$ cat config.mk
export PLATFORM = sky130hd
export DESIGN_NAME = cb_shift_bit_unit
export DESIGN_NICKNAME = d
export VERILOG_FILES = /design/src/rtl/cbx_pkg.sv /design/src/rtl/cbx_decode.sv /design/src/rtl/cbx_rotator.sv /design/src/rtl/cbx_bitop.sv /design/src/rtl/cb_shift_bit_unit.sv
export SDC_FILE = /design/constraint.sdc
export NUM_CORES = 1
export LEC_CHECK = 0
export ABC_CLOCK_PERIOD_IN_PS = 4510
export BUFFER_PORTS_ARGS = -buffer_cell sky130_fd_sc_hd__buf_2
export CORE_UTILIZATION = 54
export CTS_CLUSTER_DIAMETER = 40
export DETAILED_ROUTE_END_ITERATION = 10
export PLACE_DENSITY_LB_ADDON = 0.3
export SYNTH_ARGS = -nofsm -noshare
export SYNTH_HDL_FRONTEND = slang
export SYNTH_SLANG_ARGS = --single-unit
$ cat constraint.sdc
create_clock -name clk -period 4.51 [get_ports clk]
set_input_delay 0.902 -clock clk [delete_from_list [all_inputs] [get_ports clk]]
set_output_delay 0.902 -clock clk [all_outputs]
set_load 0.1 [all_outputs]
$ cat src/rtl/cbx_pkg.sv
package cbx_pkg;
  localparam int FLAG_W  = 8;
  localparam int FLG_S   = 7;
  localparam int FLG_Z   = 6;
  localparam int FLG_H   = 4;
  localparam int FLG_PV  = 2;
  localparam int FLG_N   = 1;
  localparam int FLG_C   = 0;

  typedef enum logic [1:0] {
    GRP_SHIFT = 2'd0,
    GRP_TEST  = 2'd1,
    GRP_CLEAR = 2'd2,
    GRP_SETB  = 2'd3
  } grp_e;

  typedef enum logic [2:0] {
    SH_ROLC = 3'd0,
    SH_RORC = 3'd1,
    SH_ROLT = 3'd2,
    SH_RORT = 3'd3,
    SH_SHLZ = 3'd4,
    SH_SHRA = 3'd5,
    SH_SHLO = 3'd6,
    SH_SHRL = 3'd7
  } shmode_e;

  typedef struct packed {
    logic s;
    logic z;
    logic h;
    logic pv;
    logic n;
    logic c;
  } flagset_t;

  function automatic logic [FLAG_W-1:0] pack_flags(input flagset_t f);
    logic [FLAG_W-1:0] b;
    b         = '0;
    b[FLG_S]  = f.s;
    b[FLG_Z]  = f.z;
    b[FLG_H]  = f.h;
    b[FLG_PV] = f.pv;
    b[FLG_N]  = f.n;
    b[FLG_C]  = f.c;
    return b;
  endfunction
endpackage

$ cat src/rtl/cbx_decode.sv
module cbx_decode
  import cbx_pkg::*;
#(
  parameter int OPC_W    = 8,
  parameter int IDX_W    = 3,
  parameter int LOC_W    = 3,
  parameter int MEM_CODE = 6
) (
  input  logic [OPC_W-1:0] opcode,
  output grp_e             grp,
  output shmode_e          mode,
  output logic [IDX_W-1:0] bit_idx,
  output logic             mem_opnd
);
  localparam int SEL_LO = LOC_W;
  localparam int GRP_LO = LOC_W + IDX_W;

  logic [LOC_W-1:0] loc;

  always_comb begin
    grp      = grp_e'(opcode[OPC_W-1:GRP_LO]);
    bit_idx  = opcode[GRP_LO-1:SEL_LO];
    mode     = shmode_e'(opcode[GRP_LO-1:SEL_LO]);
    loc      = opcode[LOC_W-1:0];
    mem_opnd = (loc == LOC_W'(MEM_CODE));
  end
endmodule

$ cat src/rtl/cbx_rotator.sv
module cbx_rotator
  import cbx_pkg::*;
#(
  parameter int DATA_W = 8
) (
  input  logic [DATA_W-1:0] a,
  input  logic              cin,
  input  shmode_e           mode,
  output logic [DATA_W-1:0] res,
  output logic              cout
);
  localparam int MSB = DATA_W - 1;

  always_comb begin
    res  = a;
    cout = cin;
    unique case (mode)
      SH_ROLC: begin res = {a[MSB-1:0], a[MSB]}; cout = a[MSB]; end
      SH_RORC: begin res = {a[0], a[MSB:1]};     cout = a[0];   end
      SH_ROLT: begin res = {a[MSB-1:0], cin};    cout = a[MSB]; end
      SH_RORT: begin res = {cin, a[MSB:1]};      cout = a[0];   end
      SH_SHLZ: begin res = {a[MSB-1:0], 1'b0};   cout = a[MSB]; end
      SH_SHRA: begin res = {a[MSB], a[MSB:1]};   cout = a[0];   end
      SH_SHLO: begin res = {a[MSB-1:0], 1'b1};   cout = a[MSB]; end
      SH_SHRL: begin res = {1'b0, a[MSB:1]};     cout = a[0];   end
      default: begin res = a;                    cout = cin;    end
    endcase
  end
endmodule

$ cat src/rtl/cbx_bitop.sv
module cbx_bitop
  import cbx_pkg::*;
#(
  parameter int DATA_W = 8,
  parameter int IDX_W  = $clog2(DATA_W)
) (
  input  logic [DATA_W-1:0] a,
  input  logic [IDX_W-1:0]  idx,
  input  grp_e              grp,
  output logic [DATA_W-1:0] res,
  output logic              tested
);
  logic fill;
  assign fill   = (grp == GRP_SETB);
  assign tested = a[idx];

  for (genvar i = 0; i < DATA_W; i++) begin : g_lane
    logic hit;
    assign hit    = (idx == IDX_W'(i));
    assign res[i] = hit ? fill : a[i];
  end
endmodule

$ cat src/rtl/cb_shift_bit_unit.sv
module cb_shift_bit_unit
  import cbx_pkg::*;
#(
  parameter int DATA_W       = 8,
  parameter int OPC_W        = 8,
  parameter int CYC_W        = 5,
  parameter int CYC_REG      = 8,
  parameter int CYC_MEM      = 15,
  parameter int CYC_MEM_TEST = 12
) (
  input  logic              clk,
  input  logic              rst,
  input  logic              in_valid,
  input  logic [OPC_W-1:0]  opcode,
  input  logic [DATA_W-1:0] operand,
  input  logic              carry_in,
  output logic              out_valid,
  output logic [DATA_W-1:0] result,
  output logic              wb_en,
  output logic              flag_wr,
  output logic [FLAG_W-1:0] flags,
  output logic [CYC_W-1:0]  cycles
);
  localparam int IDX_W = $clog2(DATA_W);
  localparam int LOC_W = OPC_W - 2 - IDX_W;

  grp_e              grp;
  shmode_e           mode;
  logic [IDX_W-1:0]  bit_idx;
  logic              mem_opnd;
  logic [DATA_W-1:0] rot_res;
  logic              rot_c;
  logic [DATA_W-1:0] bop_res;
  logic              tested;

  logic [DATA_W-1:0] n_res;
  logic              n_wb;
  logic              n_fw;
  flagset_t          n_fl;
  logic [CYC_W-1:0]  n_cyc;

  cbx_decode #(.OPC_W(OPC_W), .IDX_W(IDX_W), .LOC_W(LOC_W), .MEM_CODE(6)) u_dec (
    .opcode(opcode), .grp(grp), .mode(mode), .bit_idx(bit_idx), .mem_opnd(mem_opnd)
  );

  cbx_rotator #(.DATA_W(DATA_W)) u_rot (
    .a(operand), .cin(carry_in), .mode(mode), .res(rot_res), .cout(rot_c)
  );

  cbx_bitop #(.DATA_W(DATA_W), .IDX_W(IDX_W)) u_bop (
    .a(operand), .idx(bit_idx), .grp(grp), .res(bop_res), .tested(tested)
  );

  always_comb begin
    n_res = operand;
    n_wb  = 1'b0;
    n_fw  = 1'b0;
    n_fl  = '{s: 1'b0, z: 1'b0, h: 1'b0, pv: 1'b0, n: 1'b0, c: carry_in};
    unique case (grp)
      GRP_SHIFT: begin
        n_res = rot_res;
        n_wb  = 1'b1;
        n_fw  = 1'b1;
        n_fl  = '{s: rot_res[DATA_W-1], z: ~|rot_res, h: 1'b0,
                  pv: ~^rot_res, n: 1'b0, c: rot_c};
      end
      GRP_TEST: begin
        n_res = operand;
        n_wb  = 1'b0;
        n_fw  = 1'b1;
        n_fl  = '{s: tested & (bit_idx == IDX_W'(DATA_W-1)), z: ~tested,
                  h: 1'b1, pv: ~tested, n: 1'b0, c: carry_in};
      end
      default: begin
        n_res = bop_res;
        n_wb  = 1'b1;
        n_fw  = 1'b0;
      end
    endcase
    if (!mem_opnd)             n_cyc = CYC_W'(CYC_REG);
    else if (grp == GRP_TEST)  n_cyc = CYC_W'(CYC_MEM_TEST);
    else                       n_cyc = CYC_W'(CYC_MEM);
  end

  always_ff @(posedge clk) begin
    if (rst) begin
      out_valid <= 1'b0;
      result    <= '0;
      wb_en     <= 1'b0;
      flag_wr   <= 1'b0;
      flags     <= '0;
      cycles    <= '0;
    end else begin
      out_valid <= in_valid;
      if (in_valid) begin
        result  <= n_res;
        wb_en   <= n_wb;
        flag_wr <= n_fw;
        flags   <= pack_flags(n_fl);
        cycles  <= n_cyc;
      end
    end
  end

  AST_VALID_TRACK: assert property (@(posedge clk) disable iff (rst)
    1'b1 |=> out_valid == $past(in_valid));

  AST_TEST_NO_WRITEBACK: assert property (@(posedge clk) disable iff (rst)
    in_valid && opcode[OPC_W-1 -: 2] == 2'b01 |=> out_valid && !wb_en && flag_wr
      && result == $past(operand));

  AST_BITOP_ONE_BIT: assert property (@(posedge clk) disable iff (rst)
    in_valid && opcode[OPC_W-1] |=> !flag_wr && wb_en
      && ($countones(result ^ $past(operand)) <= 1));

  AST_SHIFT_FLAGS: assert property (@(posedge clk) disable iff (rst)
    out_valid && wb_en && flag_wr |-> !flags[FLG_H] && !flags[FLG_N]
      && (flags[FLG_Z] == (result == '0)));

  AST_CYCLE_SET: assert property (@(posedge clk) disable iff (rst)
    out_valid |-> cycles == CYC_W'(CYC_REG) || cycles == CYC_W'(CYC_MEM)
      || cycles == CYC_W'(CYC_MEM_TEST));

  AST_FLAG_GAPS: assert property (@(posedge clk) disable iff (rst)
    out_valid |-> !flags[5] && !flags[3]);
endmodule

==> run_results.csv <==
group,metric,value,unit
final_layout,multi_input_area,828,sq um
run_status,status,"completed",
die,die_x,51.4,um
worst_setup_path,rr_worst_depth,2,
die,pin_count,44,
worst_setup_path,reg2reg_from,"result[1]",
final_layout,final_cells,218,
final_layout,layout_commonest_cell,"buf_2",
final_layout,seqCellArea,380,sq um
detailed_routing,drc_errors,0,
synthesis,synth_seq_cells,19,
synthesis,async_reset_ff_share,0,%
worst_setup_path,ff2ff_setup_slack,3.76,ns
final_layout,drive_gt1_share,23.7,%
die,fp.dieH,51.4,um
die,dieArea,0.00264,sq mm
worst_hold_path,hold_path_class,"flop to flop",
timing,setup_viol,0,
detailed_routing,vias_per_cell,6.00,
cts,cts-root-buf,"clkbuf_4",
timing,relSlewSlack,63.2,%
worst_setup_path,path_max_fanout,22,
final_layout,final_util,65.2,%
global_route,grt_max_degree,35,
cts,clk_pin_slew,0.10,ns
run,drv_cap,0,
worst_setup_path,worstPathRequired,4.72,ns
cts,holdBufCountCts,0,
detailed_routing,drtAntennaViolNets,0,
die,start_util,58.4,%
global_route,overflow,0,
timing,finalCriticalPeriod,2.48,ns
cts,cts-buffers-inserted,3,
synthesis,yosys_most_used_dff,"dfxtp_1",
timing,post-route-period-util,55.0,%
cts,clockBufferDepth,2,
worst_setup_path,worst_setup_path_start_kind,"input pin",
cts,htreeDepth,1,
final_layout,syn_to_final_growth,11.6,%
placement,dp_hpwl,2.31,mm
final_layout,fillers,212,
synthesis,synth_area,0.00132,sq mm
power_and_ir_drop,p_leak,0.682,nW
timing,hold_violations,0,
cts,clock_latency,0.30,ns
final_layout,final_cell_mix,"buf_2, nor2_1, dfxtp_1",
worst_setup_path,crit_type,"input pin to flop",
power_and_ir_drop,p_total,0.475,mW
timing,setup_tns,0,ns
timing,maxSlewViolCount,0,
die,fp-row-count,17,
detailed_routing,wl,3.10,mm
placement,dp.cells,214,
power_and_ir_drop,worst_ir_drop_vdd,0.000210,V
detailed_routing,vias,1308,
final_layout,num_antenna_cells,0,
detailed_routing,dr.pass1.iters,4,
global_route,grt_pass1_wl,5.38,mm
cts,cts_resized,0,
global_route,grt_pass1_vias,1153,
cts,cts_tree,"done",
worst_hold_path,min_from,"flags[0]",
global_route,antenna_found_initial,0,
worst_setup_path,worstPathArrival,2.69,ns
timing,rsz0062_at_grt,"false",
placement,portBuffers,39,
synthesis,synth_area_per_cell,7.98,sq um
power_and_ir_drop,power_density,323,mW/mm^2
synthesis,synth_cell_type_count,37,
synthesis,synth_edf_count,0,
synthesis,seq_area_frac_synth,28.9,%
worst_setup_path,timing.rr.end,"result[1]",
worst_hold_path,hold_end,"flags[0]",
worst_hold_path,whs_path_depth,2,
synthesis,ys_warn_count,0,
cts,cts_setup_buffers,0,
placement,gp_congestion,0.952,
detailed_routing,dr.first_iter.drc_count,57,
timing,tightest_slew,0.552,ns
cts,clock-sinks,19,
detailed_routing,detail_route.wl_per_cell,14.2,um
global_route,track_usage,26.8,%
final_layout,nets,215,
timing,skew,0,ns
worst_setup_path,crit_path_end_kind,"flop",
synthesis,synthCells,165,
timing,max_freq,403,MHz
die,core-area,0.00225,sq mm
==> synth_stat cells, types with 3 or more instances <==
cell / number / share of area [%]
a211oi_1: 9 / 5.1
a21oi_1: 6 / 2.3
a311oi_1: 6 / 4.0
and3_1: 3 / 1.4
buf_2: 3 / 1.1
buf_4: 7 / 4.0
clkbuf_1: 10 / 2.8
dfxtp_1: 19 / 29
ha_1: 4 / 3.8
mux2i_1: 15 / 11
nand2_1: 10 / 2.8
nand2b_1: 4 / 1.9
nor2_1: 26 / 7.4
nor3_1: 5 / 1.9
o211ai_1: 4 / 2.3
o21ai_0: 8 / 3.0
==> worst max-delay path, cell delays in order <==
cell	delay, ns
buf_2	0.36
nor2_1	0.15
a32o_1	0.30
nor2_1	0.11
ha_1	0.25
xor2_1	0.16
xnor2_1	0.14
nand2_1	0.07
a311oi_1	0.25
==> sequential cells by signal, indices dropped and copies added, names as in the netlist <==
register,cells
wb_en,1
flags,5
flag_wr,1
out_valid,1
cycles,3
result,8
==> through the flow <==
stage	cell area [sq um]	hold WS [ns]	worst slack, ns
2_1_floorplan	1330	0.908	1.97
3_3_place_gp	1440	0.442	1.83
3_5_place_dp	1440	0.466	1.74
4_1_cts	1470	0.482	2.05
5_1_grt	1470	0.506	1.84
6_report	1470	0.479	2.03
==> power by group <==
part	switching, mW	total [mW]	internal (mW)
clock	0.0537	0.0866	0.0330
combinational	0.157	0.204	0.0472
sequential	0.00503	0.184	0.179
total	0.216	0.475	0.259
==> how the worst max path moves through the flow <==
stage | startpoint | to | slack [ns] | cells past startpoint
global placement | opcode[3] | flags[2] | 1.83 | 9
finish | opcode[3] | flags[2] | 2.03 | 9
detailed placement | opcode[3] | flags[2] | 1.74 | 9
global route | opcode[3] | flags[2] | 1.84 | 9
floorplan | opcode[4] | flags[2] | 1.97 | 10
CTS | opcode[3] | flags[2] | 2.05 | 9
==> kinds of logic after synthesis <==
family                   count (synthesis)  synth area share [%]
adder cells (fa/ha/maj)                  4                  3.80
AND/OR/NAND/NOR                         57                  20.2
XOR/XNOR                                 3                  1.99
multiplexers                            15                  11.4
other                                    1                 0.285
AO/OA/AOI/OAI                           44                  24.3
flip-flops                              19                  28.9
buffers and inverters                   22                  9.12
==> cell type report <==
| type | count | share of cell area, % |
|---|---|---|
| Multi-Input combinational cell | 127 | 56.3 |
| Sequential cell | 19 | 25.9 |
| Timing Repair Buffer | 39 | 13.3 |
| Tap cell | 28 | 2.38 |
| Clock buffer | 3 | 1.53 |
| Clock inverter | 1 | 0.340 |
| Inverter | 1 | 0.255 |
==> layer usage <==
layer	vias to the layer above	share of wire [%]	GRT usage, %
li1	641	-	-
met1	589	42	35.9
met2	74	48	41.8
met3	4	8.3	4.46
met4	0	1.2	11.7
met5	-	0	0
Power figures use the tool's default switching activity.
